--- src/rtl/kd_pkg.sv ---
package kd_pkg;
  typedef enum logic [2:0] {
    ST_IDLE,
    ST_SQ_GO,
    ST_SQ_WAIT,
    ST_SC_GO,
    ST_SC_WAIT
  } kd_state_t;
endpackage

--- src/rtl/kd_shiftadd_mul.sv ---
// Serial shift-add multiplier: one multiplier bit per clock.
module kd_shiftadd_mul #(
  parameter int AW = 32,
  parameter int BW = 16
) (
  input  logic             clk,
  input  logic             rst,
  input  logic             go,
  input  logic [AW-1:0]    a,
  input  logic [BW-1:0]    b,
  output logic [AW+BW-1:0] prod,
  output logic             fin
);
  localparam int PW = AW + BW;
  localparam int CW = $clog2(BW + 1);

  logic [PW-1:0] acc, mcand;
  logic [BW-1:0] mplier;
  logic [CW-1:0] cnt;
  logic          run;

  always_ff @(posedge clk) begin
    if (rst) begin
      acc    <= '0;
      mcand  <= '0;
      mplier <= '0;
      cnt    <= '0;
      run    <= 1'b0;
      fin    <= 1'b0;
    end else begin
      fin <= 1'b0;
      if (go) begin
        acc    <= '0;
        mcand  <= {{BW{1'b0}}, a};
        mplier <= b;
        cnt    <= '0;
        run    <= 1'b1;
      end else if (run) begin
        if (mplier[0]) acc <= acc + mcand;
        mcand  <= mcand << 1;
        mplier <= mplier >> 1;
        cnt    <= cnt + 1'b1;
        if (cnt == CW'(BW - 1)) begin
          run <= 1'b0;
          fin <= 1'b1;
        end
      end
    end
  end

  assign prod = acc;
endmodule

--- src/rtl/kd_trial_reg.sv ---
// Holds the trial value and the mask of the bit under test.
module kd_trial_reg #(
  parameter int NW = 16
) (
  input  logic          clk,
  input  logic          rst,
  input  logic          init,
  input  logic          step,
  input  logic          over,
  output logic [NW-1:0] trial,
  output logic [NW-1:0] kept,
  output logic          last
);
  localparam logic [NW-1:0] TOP_BIT = {1'b1, {(NW-1){1'b0}}};

  logic [NW-1:0] mask;

  assign kept = over ? (trial & ~mask) : trial;
  assign last = mask[0];

  always_ff @(posedge clk) begin
    if (rst) begin
      mask  <= '0;
      trial <= '0;
    end else if (init) begin
      mask  <= TOP_BIT;
      trial <= TOP_BIT;
    end else if (step) begin
      trial <= kept | (mask >> 1);
      mask  <= mask >> 1;
    end
  end
endmodule

--- src/rtl/kd_bisect_solver.sv ---
module kd_bisect_solver #(
  parameter int NW = 16,
  parameter int KW = 32
) (
  input  logic          clk,
  input  logic          rst,
  input  logic          start,
  input  logic [NW-1:0] scale_y,
  input  logic [KW-1:0] k_target,
  output logic          busy,
  output logic          done,
  output logic [NW-1:0] d_out,
  output logic          ovf
);
  import kd_pkg::*;

  localparam int SQW = 2 * NW;
  localparam int PW  = SQW + NW;

  kd_state_t      state;
  logic [NW-1:0]  y_q;
  logic [KW-1:0]  k_q;
  logic [SQW-1:0] sq_q;
  logic [PW-1:0]  prod, k_ext;
  logic [SQW-1:0] mul_a;
  logic [NW-1:0]  mul_b, trial, kept;
  logic           mul_go, fin, over, last, t_init, t_step;

  assign k_ext  = {{(PW-KW){1'b0}}, k_q};
  assign over   = prod > k_ext;
  assign mul_go = (state == ST_SQ_GO) || (state == ST_SC_GO);
  assign mul_a  = (state == ST_SC_GO) ? sq_q : {{NW{1'b0}}, trial};
  assign mul_b  = (state == ST_SC_GO) ? y_q  : trial;
  assign t_init = (state == ST_IDLE) && start && (scale_y != '0);
  assign t_step = (state == ST_SC_WAIT) && fin && !last;
  assign busy   = (state != ST_IDLE);

  kd_shiftadd_mul #(.AW(SQW), .BW(NW)) i_mul (
    .clk(clk), .rst(rst), .go(mul_go), .a(mul_a), .b(mul_b),
    .prod(prod), .fin(fin)
  );

  kd_trial_reg #(.NW(NW)) i_trial (
    .clk(clk), .rst(rst), .init(t_init), .step(t_step), .over(over),
    .trial(trial), .kept(kept), .last(last)
  );

  always_ff @(posedge clk) begin
    if (rst) begin
      state <= ST_IDLE;
      y_q   <= '0;
      k_q   <= '0;
      sq_q  <= '0;
      d_out <= '0;
      ovf   <= 1'b0;
      done  <= 1'b0;
    end else begin
      done <= 1'b0;
      case (state)
        ST_IDLE: begin
          if (start) begin
            if (scale_y == '0) begin
              d_out <= '1;
              ovf   <= 1'b1;
              done  <= 1'b1;
            end else begin
              y_q   <= scale_y;
              k_q   <= k_target;
              state <= ST_SQ_GO;
            end
          end
        end
        ST_SQ_GO:   state <= ST_SQ_WAIT;
        ST_SQ_WAIT: begin
          if (fin) begin
            sq_q  <= prod[SQW-1:0];
            state <= ST_SC_GO;
          end
        end
        ST_SC_GO:   state <= ST_SC_WAIT;
        ST_SC_WAIT: begin
          if (fin) begin
            if (last) begin
              d_out <= kept;
              ovf   <= 1'b0;
              done  <= 1'b1;
              state <= ST_IDLE;
            end else begin
              state <= ST_SQ_GO;
            end
          end
        end
        default: state <= ST_IDLE;
      endcase
    end
  end
endmodule

--- config.mk ---
export PLATFORM = sky130hd
export DESIGN_NAME = kd_bisect_solver
export DESIGN_NICKNAME = d
export VERILOG_FILES = /design/src/rtl/kd_pkg.sv /design/src/rtl/kd_shiftadd_mul.sv /design/src/rtl/kd_trial_reg.sv /design/src/rtl/kd_bisect_solver.sv
export SDC_FILE = /design/constraint.sdc
export NUM_CORES = 1
export LEC_CHECK = 0
export CORE_MARGIN = 4
export CORE_UTILIZATION = 40
export CTS_CLUSTER_DIAMETER = 150
export CTS_CLUSTER_SIZE = 10
export DETAILED_ROUTE_END_ITERATION = 8
export GPL_TIMING_DRIVEN = 0
export PLACE_DENSITY_LB_ADDON = 0.3
export SYNTH_ARGS = -nofsm -noshare
export SYNTH_HDL_FRONTEND = slang
export SYNTH_SLANG_ARGS = --single-unit
--- constraint.sdc ---
create_clock -name clk -period 3.46 [get_ports clk]
set_input_delay 0.692 -clock clk [delete_from_list [all_inputs] [get_ports clk]]
set_output_delay 0.692 -clock clk [all_outputs]
set_load 0.03 [all_outputs]
Word level (Yosys, flattened, before mapping)
Index checks and enable logic that the tools add are counted.

Equality and inequality tests: 11. Add/sub/neg operators: 2. Reductions and logical operators: 21. Magnitude comparators: 1. Multiplexer cells: 36. Shift-type cells: 0. Bitwise logic cells: 5. Div/mod/pow operators: 0. Multipliers: 0.

Operators with widths (count): $mux W16 (12); $mux W32 (3); $add A48 B48 Y48 (1); $gt A48 B32 Y1 (1); $pmux W16 S2 (1); $and A16 B16 Y16 (1); $logic_not A16 Y1 (1); $not A16 Y16 (1); $or A16 B15 Y16 (1); $reduce_bool A16 Y1 (1); $pmux W3 S5 (1); $mux W1 (13); $mux W3 (4); $ne A2 B1 Y1 const B (4); $eq A3 B2 Y1 const B (2); $reduce_bool A2 Y1 (3); $add A5 B1 Y5 const B (1); $eq A5 B4 Y1 const B (1); $reduce_and A5 Y1 (1); $logic_and A1 B1 Y1 (4); $ne A2 B2 Y1 const B (2); $pmux W1 S2 (2); $reduce_and A2 Y1 (2); $reduce_and A4 Y1 (1); other kinds (10) (12).

Input bits: 51. Bits in writable memories: 0. Memories kept: 0. Word-level logic and storage cells: 94. Output and inout bits: 19. Latch bits: 0. ROM bits: 0. Register bits after elaboration: 252.

Logic depth before layout (Yosys ltp)
Gate-level depths: netlist of the first run.

Word-level depth: 6. Gate-level depth with buffers: 12. Gate-level depth less buffers: 11.

Modules after synthesis
From an unflattened synthesis of the first run, not the netlist that was laid out.

Cells, all modules: 1715. Area, all modules: 13640.6 um^2.

By module, submodules not included: kd_shiftadd_mul (sequential area each 2382.3 um^2, times used 1, cells each 917, area each 7259.5 um^2); kd_bisect_solver (sequential area each 2021.9 um^2, times used 1, cells each 676, area each 4937.2 um^2); kd_trial_reg (sequential area each 640.6 um^2, times used 1, cells each 122, area each 1443.9 um^2).

Least setup slack after synthesis of the first run
OpenSTA, ideal clock, no wires.

Path kind: register -> register. Start point: register i_mul.mcand[0]. End point: register i_mul.acc[42] (netlist: i_mul.prod[42]). Slack: 0.476 ns. Cell stages (with the launch flop): 12. Arrival time: 2.864 ns. Clock period less this slack: 2.984 ns. Setup time: 0.120 ns. Required time: 3.340 ns. Buffers on the path: 0. Path through: dfxtp_1 > ha_1 > fa_1 > a21o_1 > a311o_2 > a41oi_2 > a21boi_2 > o31a_4 > o21ai_2 > o221a_2 > nor3_1 > a211o_1.

Cells in the longest elaborated chain, start to end: 1.

Ends and longest elaborated chain: from (decl) (RTL line kd_shiftadd_mul.sv:17) `logic [PW-1:0] acc, mcand;`; from (signal assigned) (RTL line kd_shiftadd_mul.sv:34) `mcand <= {{BW{1'b0}}, a};`; from (signal assigned) (RTL line kd_shiftadd_mul.sv:40) `mcand <= mcand << 1;`; $add A48 B48 Y48 (RTL line kd_shiftadd_mul.sv:39) `if (mplier[0]) acc <= acc + mcand;`; to (signal assigned) (RTL line kd_shiftadd_mul.sv:39); to (decl) (RTL line kd_shiftadd_mul.sv:17).

No other way between the ends. A chain may end at the register's enable or synchronous reset.

Final worst setup path of the first run
Start point: register i_mul.acc[0] (netlist: i_mul.prod[0]). End point: register i_mul.acc[42] (netlist: i_mul.prod[42]).

Cells in the longest elaborated chain, start to end: 1.

Ends and longest elaborated chain (RTL line): $add A48 B48 Y48 (kd_shiftadd_mul.sv:39).

No other way between the ends.

==> metrics.log, run 1 <==
INFO  metric timing.final.hold_violations = 0
INFO  metric outcome = completed
INFO  metric timing.fmax = 294.7 MHz
INFO  metric crit_path_max_fo = 6
INFO  metric drt-vias-per-instance = 5.516
INFO  metric cp-startpoint = i_mul.prod[0]$_SDFFE_PP0P_
INFO  metric critical_path.slowest_cell = a311o_2
INFO  metric synth.top_cells.by_count = nand2_1 (312), dfxtp_1 (252), a21oi_1 (234)
INFO  metric critical_path.reg2reg.startpoint = i_mul.prod[0]$_SDFFE_PP0P_
INFO  metric worst_path_largest_cell_delay = 0.45 ns
INFO  metric timing.max_slew.rel_slack = 41.01%
INFO  metric antenna_left = 0
INFO  metric route.detailed.drc = 0
INFO  metric finClkSkew = 0.01831 ns
INFO  metric grt-ovfl-total = 0
INFO  metric synth_sequential_area_ratio = 38.10%
INFO  metric htreeDepth = 1
INFO  metric net_total_in_the_final_layout = 1887
INFO  metric min_period = 3.393 ns
INFO  metric syn_nets = 1786
INFO  metric finalWeightedCongestion = 0.9090
INFO  metric vias = 12110
INFO  metric post-synth-top-count-cell = nand2_1
INFO  metric critPathTopFamily = compound AO/OA/AOI/OAI gates
INFO  metric rr_endpoint = i_mul.prod[42]$_SDFFE_PP0P_
INFO  metric cts_root_buf = clkbuf_16
INFO  metric syn-cell-area = 0.01324 mm^2
INFO  metric detail_route.iter0.violations = 958
INFO  metric power-per-cell-area = 419.3 mW/mm^2
INFO  metric hold-path-endpoint = sq_q[0]$_SDFFE_PP0P_
INFO  metric postSynthAreaPerCell = 8.011 um^2
INFO  metric post_route_cells_drive_above_1_share = 3.820%
INFO  metric synth_enable_flop_cells = 0
INFO  metric cts_tree = built
INFO  metric syn2layout_area_growth = 15.70%
INFO  metric power = 6424 uW
INFO  metric cell_types_occupying_the_most_area_after_synthesis = dfxtp_1 (38%), a21oi_1 (8.8%), nand2_1 (8.8%), ha_1 (7.7%), mux2i_1 (4.8%)
INFO  metric buffer_and_inverter_count_on_the_worst_path = 0
INFO  metric floorplan.initialDensity = 40.59%
INFO  metric synthFlopType = dfxtp_1
INFO  metric portion_of_the_clock_cycle_consumed_by_the_worst_path_in_the_final_layout = 98.06%
INFO  metric path_cells = ha_1, fa_1, a21o_1, a311o_2, a41oi_4, a21boi_4, o31a_4, o21ai_4, o221a_2, nor3_1, a211o_1
INFO  metric synth_top_area_cell = dfxtp_1
INFO  metric cts.hold.buffers_added = 0
INFO  metric holdCritStartpoint = sq_q[0]$_SDFFE_PP0P_
INFO  metric total_leakage_power = 0.005922 uW
INFO  metric coreArea = 0.03262 mm^2
INFO  metric design.die.area = 0.03608 mm^2
INFO  metric path_clk_slew = 0.06 ns
INFO  metric grt_max_degree = 16
INFO  metric cells_after_synth = 1653
INFO  metric async_flop_share = 0%
INFO  metric finalWirelength = 39960 um
INFO  metric synth_top_area_share = 38.10%
INFO  metric final_max_slew_viol_count = 0
INFO  metric crit_path_arrival_time = 3.83 ns
INFO  metric whs = 0.4550 ns
INFO  metric crit_path_end_kind = flop
INFO  metric clock_path_buffers = 3
INFO  metric power.ir.vdd_worst = 0.4439 mV
INFO  metric grt_setup_unrepaired = no
INFO  metric critPathKind = reg -> reg
INFO  metric first_global_vias = 11800
INFO  metric detailed_place_hpwl = 30640 um
INFO  metric grt_pass1_wl = 63380 um
INFO  metric design.portCount = 70
INFO  metric number_of_cells_traversed_by_the_worst_hold_path = 2
INFO  metric antennaDiodeCount = 0
INFO  metric report.final.setup_viol = 0
INFO  metric cap_viol_max_count = 0
INFO  metric tritoncts_buffers = 29
INFO  metric clock_sink_count = 252
INFO  metric placement_rows = 66
INFO  metric drt_pre_antenna_iters = 5
INFO  metric worst_skew_pair.late_latency = 0.57 ns
INFO  metric antenna_found_initial = 0
INFO  metric routed_wire_length_per_instance = 18.20 um
INFO  metric worst_reg2reg_path_length_in_cells = 11
INFO  metric die_height = 189.9 um
INFO  metric startpoint_type = flop
INFO  metric yosys_warn_count = 0
INFO  metric holdCritPathClass = reg -> reg
INFO  metric yosys_reg_bits = 252
INFO  metric groute.usage.overall = 21.52%
INFO  metric portBuffers = 69
INFO  metric worst_pin_slew = 0.8849 ns
INFO  metric netlist-cell-type-count = 69
INFO  metric critPathRequiredTime = 3.90 ns
INFO  metric reg2reg_setup_slack = 0.07 ns
INFO  metric die_w = 189.9 um
-- worst max path at each step --
stage          slack, ns                     endpoint  depth (start not counted)
2_1_floorplan       0.48  i_mul.prod[42]$_SDFFE_PP0P_                         11
3_3_place_gp       -0.50          y_q[1]$_SDFFE_PP0P_                         10
3_5_place_dp       -0.53          y_q[5]$_SDFFE_PP0P_                         10
4_1_cts             0.01  i_mul.prod[44]$_SDFFE_PP0P_                         11
5_1_grt            0.007  i_mul.prod[44]$_SDFFE_PP0P_                         11
6_report            0.07  i_mul.prod[42]$_SDFFE_PP0P_                         11
-- metrics by stage --
step                util [%]  setup WS (ns)  std cells  TNS, ns  instance area [um^2]
finish                 46.97        0.06696       2196        0                 15320
global placement       44.41        -0.4994       2164   -8.229                 14490
detailed placement     44.41        -0.5293       2164   -8.514                 14490
floorplan                  -         0.4764       1653        0                 13240
CTS                    46.81        0.01270       2195        0                 15270
global route           46.97       0.007498       2196        0                 15320
-- where the power goes --
| group | switching [uW] | internal, uW |
|---|---|---|
| clock network | 1190 | 1480 |
| registers | 56.2 | 2990 |
| logic | 453 | 256 |
| total | 1700 | 4720 |
-- logic make-up after synthesis --
group                    synth area share [%]
AND/OR/NAND/NOR                         18.81
XOR/XNOR                                2.513
adder cells (fa/ha/maj)                 7.805
flip-flops                              38.10
multiplexers                            4.762
AO/OA/AOI/OAI                           22.95
buffers and inverters                   5.055
-- placed cells by master (no fill, tap or decap), types with 29 or more instances in the layout --
| master | Yosys | final |
|---|---|---|
| nand2_1 | 312 | 312 |
| dfxtp_1 | 252 | 252 |
| a21oi_1 | 234 | 234 |
| nor2_1 | 103 | 103 |
| clkbuf_1 | 95 | 92 |
| ha_1 | 81 | 81 |
| clkdlybuf4s50_1 | 0 | 69 |
| inv_1 | 63 | 63 |
| mux2i_1 | 63 | 63 |
| a211oi_1 | 44 | 43 |
| a21o_1 | 42 | 42 |
| a221oi_1 | 29 | 29 |
| clkbuf_16 | 0 | 29 |
-- worst min-delay path: stages, from the launching register on --
cell and delay, ns:
dfxtp_1 0.31, nand2_1 0.05, a21oi_1 0.05
-- flip-flops by register name (all words and copies together), names as in the netlist, 3 cells and up --
register / count
i_mul.cnt: 5
i_trial.trial: 16
i_mul.prod: 48
sq_q: 32
y_q: 16
i_trial.mask: 16
i_mul.mplier: 16
k_q: 32
state: 3
i_mul.mcand: 48
d_out: 16
-- timing repair --
item	in CTS	in global routing
buffers inserted	0	1
pin swaps	0	2
setup endpoints to repair	4	28
resized for setup	4	13
-- final cells by class --
| cell class | instances | area, um^2 |
|---|---|---|
| Clock buffer | 29 | 725.7 |
| Timing Repair Buffer | 70 | 698.2 |
| Inverter | 63 | 236.5 |
| Buffer | 110 | 436.7 |
| Multi-Input combinational cell | 1228 | 7597 |
| Tap cell | 442 | 553.0 |
| Clock inverter | 2 | 28.78 |
| Sequential cell | 252 | 5045 |
| Fill cell | 3233 | 17300 |
-- metal layers --
layer,global-route usage [%],vias to the layer above,share of wire (%)
met4,7.012,0,3.2
met5,0,-,0
met3,2.679,65,5.2
met1,29.34,5697,46
met2,35.55,319,46
li1,-,6033,-
Power figures use the tool's default switching activity.
==> run 2, diff against run 1 <==
Settings changed: CTS_CLUSTER_SIZE 10 to 28, REMOVE_ABC_BUFFERS set to 1.
==> metrics.log, run 2 (synthesized netlist as in run 1, its figures left out) <==
INFO  metric outcome = completed
INFO  metric grt_setup_unrepaired = no
INFO  metric critPathTopFamily = compound AO/OA/AOI/OAI gates
INFO  metric number_of_cells_traversed_by_the_worst_hold_path = 2
INFO  metric final_common_cell = nand2_1
INFO  metric die_w = 189.9 um
INFO  metric antenna_found_initial = 1
INFO  metric coreArea = 0.03262 mm^2
INFO  metric post_route_cells_drive_above_1_share = 3.963%
INFO  metric path_cells = ha_1, fa_1, a21o_1, a311o_2, a41oi_4, a21boi_2, o31a_4, o21ai_4, o221a_2, nor3_1, a211o_1
INFO  metric reg2reg_setup_slack = 0.17 ns
INFO  metric worst_reg2reg_path_length_in_cells = 11
INFO  metric first_global_vias = 11190
INFO  metric net_total_in_the_final_layout = 1773
INFO  metric final_max_slew_viol_count = 0
INFO  metric crit_path_end_kind = flop
INFO  metric drt_pre_antenna_iters = 5
INFO  metric critPathRequiredTime = 3.85 ns
INFO  metric cts_tree = built
INFO  metric holdCritPathClass = reg -> reg
INFO  metric grt_max_degree = 81
INFO  metric clock_path_buffers = 3
INFO  metric fin_util = 45.14%
INFO  metric grt_pass1_wl = 56400 um
INFO  metric worst_path_largest_cell_delay = 0.44 ns
INFO  metric routed_wire_length_per_instance = 16.38 um
INFO  metric syn2layout_area_growth = 11.20%
INFO  metric total_leakage_power = 0.005704 uW
INFO  metric critPathKind = reg -> reg
INFO  metric floorplan.initialDensity = 40.59%
INFO  metric finalWeightedCongestion = 0.8714
INFO  metric report.final.setup_viol = 0
INFO  metric detailed_place_hpwl = 23510 um
INFO  metric tritoncts_buffers = 12
INFO  metric finalWirelength = 34110 um
INFO  metric antenna_left = 0
INFO  metric rr_endpoint = i_mul.prod[42]$_SDFFE_PP0P_
INFO  metric placement_rows = 66
INFO  metric die_height = 189.9 um
INFO  metric crit_path_max_fo = 6
INFO  metric detail_route.iter0.violations = 762
INFO  metric timing.fmax = 304.0 MHz
INFO  metric grt-ovfl-total = 0
INFO  metric whs = 0.4623 ns
INFO  metric htreeDepth = 1
INFO  metric finClkSkew = 0.01940 ns
INFO  metric holdCritStartpoint = sq_q[23]$_SDFFE_PP0P_
INFO  metric fillerInstances = 3233
INFO  metric design.die.area = 0.03608 mm^2
INFO  metric post-cts-setup-buffer-count = 0
INFO  metric critical_path.reg2reg.startpoint = i_mul.mcand[0]$_SDFFE_PP0P_
INFO  metric multiInputGateArea = 0.007590 mm^2
INFO  metric drt-vias-per-instance = 5.524
INFO  metric worst_pin_slew = 1.244 ns
INFO  metric hold-path-endpoint = sq_q[23]$_SDFFE_PP0P_
INFO  metric cts.hold.buffers_added = 0
INFO  metric min_period = 3.290 ns
INFO  metric timing.final.hold_violations = 0
INFO  metric vias = 11510
INFO  metric portion_of_the_clock_cycle_consumed_by_the_worst_path_in_the_final_layout = 95.08%
INFO  metric startpoint_type = flop
INFO  metric cap_viol_max_count = 0
INFO  metric cts_root_buf = clkbuf_16
INFO  metric buffer_and_inverter_count_on_the_worst_path = 0
INFO  metric timing.max_slew.rel_slack = 16.74%
INFO  metric portBuffers = 69
INFO  metric crit_path_arrival_time = 3.68 ns
INFO  metric sequential_cell_area = 0.005050 mm^2
INFO  metric design.portCount = 70
INFO  metric groute.usage.overall = 18.28%
INFO  metric power.ir.vdd_worst = 0.3016 mV
INFO  metric layout.cells.most_common_list = nand2_1 (311), dfxtp_1 (250), a21oi_1 (234)
INFO  metric route.detailed.drc = 0
INFO  metric worst_skew_pair.late_latency = 0.50 ns
INFO  metric critical_path.slowest_cell = a311o_2
INFO  metric path_clk_slew = 0.11 ns
INFO  metric power-per-cell-area = 363.2 mW/mm^2
INFO  metric clock_sink_count = 252
-- run 2: report_power, final --
group          leakage [uW]  internal [uW]  total [uW]  switching [uW]
clock network      0.000161            684        1620             940
logic               0.00350            265         650             385
registers           0.00204           2990        3070            87.7
-- run 2: worst max-delay path by stage --
| stage | cells after the start | to | startpoint | slack, ns |
|---|---|---|---|---|
| final | 11 | i_mul.prod[42]$_SDFFE_PP0P_ | i_mul.mcand[0]$_SDFFE_PP0P_ | 0.17 |
| after global routing | 11 | i_mul.prod[42]$_SDFFE_PP0P_ | i_mul.mcand[0]$_SDFFE_PP0P_ | 0.05 |
| after CTS | 11 | i_mul.prod[42]$_SDFFE_PP0P_ | i_mul.mcand[0]$_SDFFE_PP0P_ | 0.05 |
| after detailed placement | 7 | i_trial.trial[11]$_SDFFE_PP0P_ | scale_y[2] | -1.21 |
| after global placement | 4 | i_mul.prod[42]$_SDFFE_PP0P_ | rst | -4.59 |
| after floorplan | 6 | i_mul.prod[47]$_SDFFE_PP0P_ | i_mul.run$_SDFF_PP0_ | -1.68 |
-- run 2: worst register-to-register path, stage by stage, from the launching register on --
cell and delay (ns):
dfxtp_1 0.35, ha_1 0.23, fa_1 0.42, a21o_1 0.20
a311o_2 0.44, a41oi_4 0.22, a21boi_2 0.16, o31a_4 0.35
o21ai_4 0.24, o221a_2 0.24, nor3_1 0.04, a211o_1 0.28
-- run 2: stage by stage --
step / cell area [um^2] / std cells / setup WS, ns / setup TNS [ns] / power (uW)
after floorplan: 12810 / 1543 / -1.677 / -47.13 / 3504
after global placement: 14050 / 2054 / -4.590 / -658.45 / 3753
after detailed placement: 14360 / 2067 / -1.213 / -38.80 / 3779
after CTS: 14700 / 2081 / 0.04514 / 0 / 5394
after global routing: 14720 / 2083 / 0.04977 / 0 / 5588
final: 14720 / 2083 / 0.1704 / 0 / 5347
-- run 2: timing repair --
action / in CTS / in global routing
setup endpoints to repair: 30 / 4
gates resized for setup: 2 / 2
pin swaps: 0 / 1
cloned: 0 / 1
-- run 2: per-layer routing --
| layer | vias up | wire (um) | global-route usage [%] |
|---|---|---|---|
| li1 | 5803 | - | - |
| met1 | 5454 | 16540 | 25.54 |
| met2 | 209 | 15810 | 30.67 |
| met3 | 41 | 1028 | 1.743 |
| met4 | 0 | 732 | 4.341 |
| met5 | - | 0 | 0 |
-- run 2: area by class of cell --
class / count / area share [%]
timing repair buffer: 82 / 6.543
multi-input combinational: 1229 / 51.55
sequential: 252 / 34.30
antenna: 1 / 0.01700
tap: 442 / 3.756
clock buffer: 14 / 2.235
inverter: 63 / 1.606
==> run 3, diff against run 2 <==
Settings changed: CORE_UTILIZATION 40 to 61.
==> metrics.log, run 3 (synthesized netlist as in run 1, its figures left out) <==
INFO  metric die_w = 155.3 um
INFO  metric post-cts-setup-buffer-count = 0
INFO  metric grt_setup_unrepaired = no
INFO  metric fin_util = 68.60%
INFO  metric crit_path_end_kind = flop
INFO  metric portBuffers = 69
INFO  metric antenna_found_initial = 0
INFO  metric detail_route.iter0.violations = 1049
INFO  metric worst_path_largest_cell_delay = 0.44 ns
INFO  metric holdCritPathClass = reg -> reg
INFO  metric critPathRequiredTime = 3.88 ns
INFO  metric path_cells = ha_1, fa_1, a21o_1, a311o_2, a41oi_4, a21boi_2, o31a_4, o211ai_2, a2111oi_1, or3_1, nand3_1
INFO  metric drt_pre_antenna_iters = 5
INFO  metric power = 5322 uW
INFO  metric clock_path_buffers = 3
INFO  metric final_common_cell = nand2_1
INFO  metric route.detailed.drc = 0
INFO  metric report.final.setup_viol = 0
INFO  metric finalWirelength = 32940 um
INFO  metric outcome = completed
INFO  metric vias = 11730
INFO  metric drt-vias-per-instance = 6.126
INFO  metric antennaDiodeCount = 0
INFO  metric design.die.area = 0.02413 mm^2
INFO  metric power.ir.vdd_worst = 0.2823 mV
INFO  metric grt_max_degree = 97
INFO  metric finalWeightedCongestion = 0.9031
INFO  metric die_height = 155.3 um
INFO  metric cap_viol_max_count = 0
INFO  metric worst_reg2reg_path_length_in_cells = 11
INFO  metric power-per-cell-area = 366.7 mW/mm^2
INFO  metric min_period = 3.312 ns
INFO  metric groute.usage.overall = 26.03%
INFO  metric grt_pass1_wl = 53630 um
INFO  metric post_route_cells_drive_above_1_share = 4.027%
INFO  metric total_leakage_power = 0.005697 uW
INFO  metric portion_of_the_clock_cycle_consumed_by_the_worst_path_in_the_final_layout = 95.74%
INFO  metric critPathKind = reg -> reg
INFO  metric cts_tree = built
INFO  metric timing.fmax = 301.9 MHz
INFO  metric placement_rows = 53
INFO  metric routed_wire_length_per_instance = 17.21 um
INFO  metric detailed_place_hpwl = 22550 um
INFO  metric timing.max_slew.rel_slack = 12.25%
INFO  metric floorplan.initialDensity = 62.60%
INFO  metric crit_path_max_fo = 6
INFO  metric tritoncts_buffers = 12
INFO  metric layout_setup_ws = 0.1475 ns
INFO  metric pre_cts_ws = -1.177 ns
INFO  metric coreArea = 0.02115 mm^2
INFO  metric path_clk_slew = 0.11 ns
INFO  metric final_max_slew_viol_count = 0
INFO  metric grt-ovfl-total = 0
INFO  metric net_total_in_the_final_layout = 1772
INFO  metric fillerInstances = 1755
INFO  metric antenna_left = 0
INFO  metric worst_pin_slew = 1.316 ns
INFO  metric syn2layout_area_growth = 9.591%
INFO  metric dpl.cell_count = 1899
INFO  metric crit_path_arrival_time = 3.73 ns
INFO  metric timing.final.hold_violations = 0
INFO  metric first_global_vias = 11090
INFO  metric cts_root_buf = clkbuf_16
INFO  metric critical_path.slowest_cell = a311o_2
INFO  metric layout.cells.most_common_list = nand2_1 (311), dfxtp_1 (250), a21oi_1 (234)
INFO  metric htreeDepth = 1
INFO  metric clock_sink_count = 252
INFO  metric number_of_cells_traversed_by_the_worst_hold_path = 2
INFO  metric whs = 0.4605 ns
INFO  metric worst_skew_pair.late_latency = 0.49 ns
INFO  metric finClkSkew = 0.02756 ns
INFO  metric design.portCount = 70
INFO  metric non_filler_instance_count_after_layout = 1914
INFO  metric startpoint_type = flop
[run 3: cell types whose count changed in the layout (fill, tap and decap cells not counted), sizes merged]
cell and delta:
diode -1, buf -1
[run 3: routing by layer]
metal	share of wire, %	track usage (%)
met5	0	0
met1	44	34.73
met3	4.6	2.086
met2	49	45.71
met4	2.3	6.669
[run 3: final cells by class]
class / count / area, um^2 / share of cell area, %
Clock buffer: 14 / 329.1 / 2.268
Inverter: 63 / 236.5 / 1.630
Multi-Input combinational cell: 1229 / 7601 / 52.38
Sequential cell: 252 / 5052 / 34.82
Tap cell: 275 / 344.1 / 2.371
Timing Repair Buffer: 81 / 948.4 / 6.536
[run 3: final timing paths]
check | start | end | slack (ns)
max | i_mul.prod[0]$_SDFFE_PP0P_ | i_mul.prod[44]$_SDFFE_PP0P_ | 0.15
min | k_q[2]$_SDFFE_PP0P_ | k_q[2]$_SDFFE_PP0P_ | 0.46
max reg2reg | i_mul.prod[0]$_SDFFE_PP0P_ | i_mul.prod[44]$_SDFFE_PP0P_ | 0.15
min reg2reg | k_q[2]$_SDFFE_PP0P_ | k_q[2]$_SDFFE_PP0P_ | 0.46
[run 3: where the power goes]
part	switching [uW]	internal, uW
combinational	384	265
clock	916	683
sequential	88.1	2990
[run 3: what timing repair did]
action                                  CTS  global route
pin swaps                                 0             1
hold buffers                              0             0
resized for setup                         2             5
gates cloned                              0             1
endpoints found under the setup margin   30            29
hold endpoints to repair                  0             0
[run 3: stage by stage]
stage / area, um^2 / TNS (ns)
floorplan: 12810 / -47.13
detailed placement: 14140 / -38.20
global route: 14510 / 0
finish: 14510 / 0
CTS: 14470 / 0
global placement: 13840 / -605.71
[run 3: worst max-delay path: cells and delay by family, from the launching register on]
| kind | cells | cell delay (ns) |
|---|---|---|
| compound gates | 7 | 1.76 |
| fa+ha+maj | 2 | 0.65 |
| flops | 1 | 0.36 |
| simple gates | 2 | 0.47 |
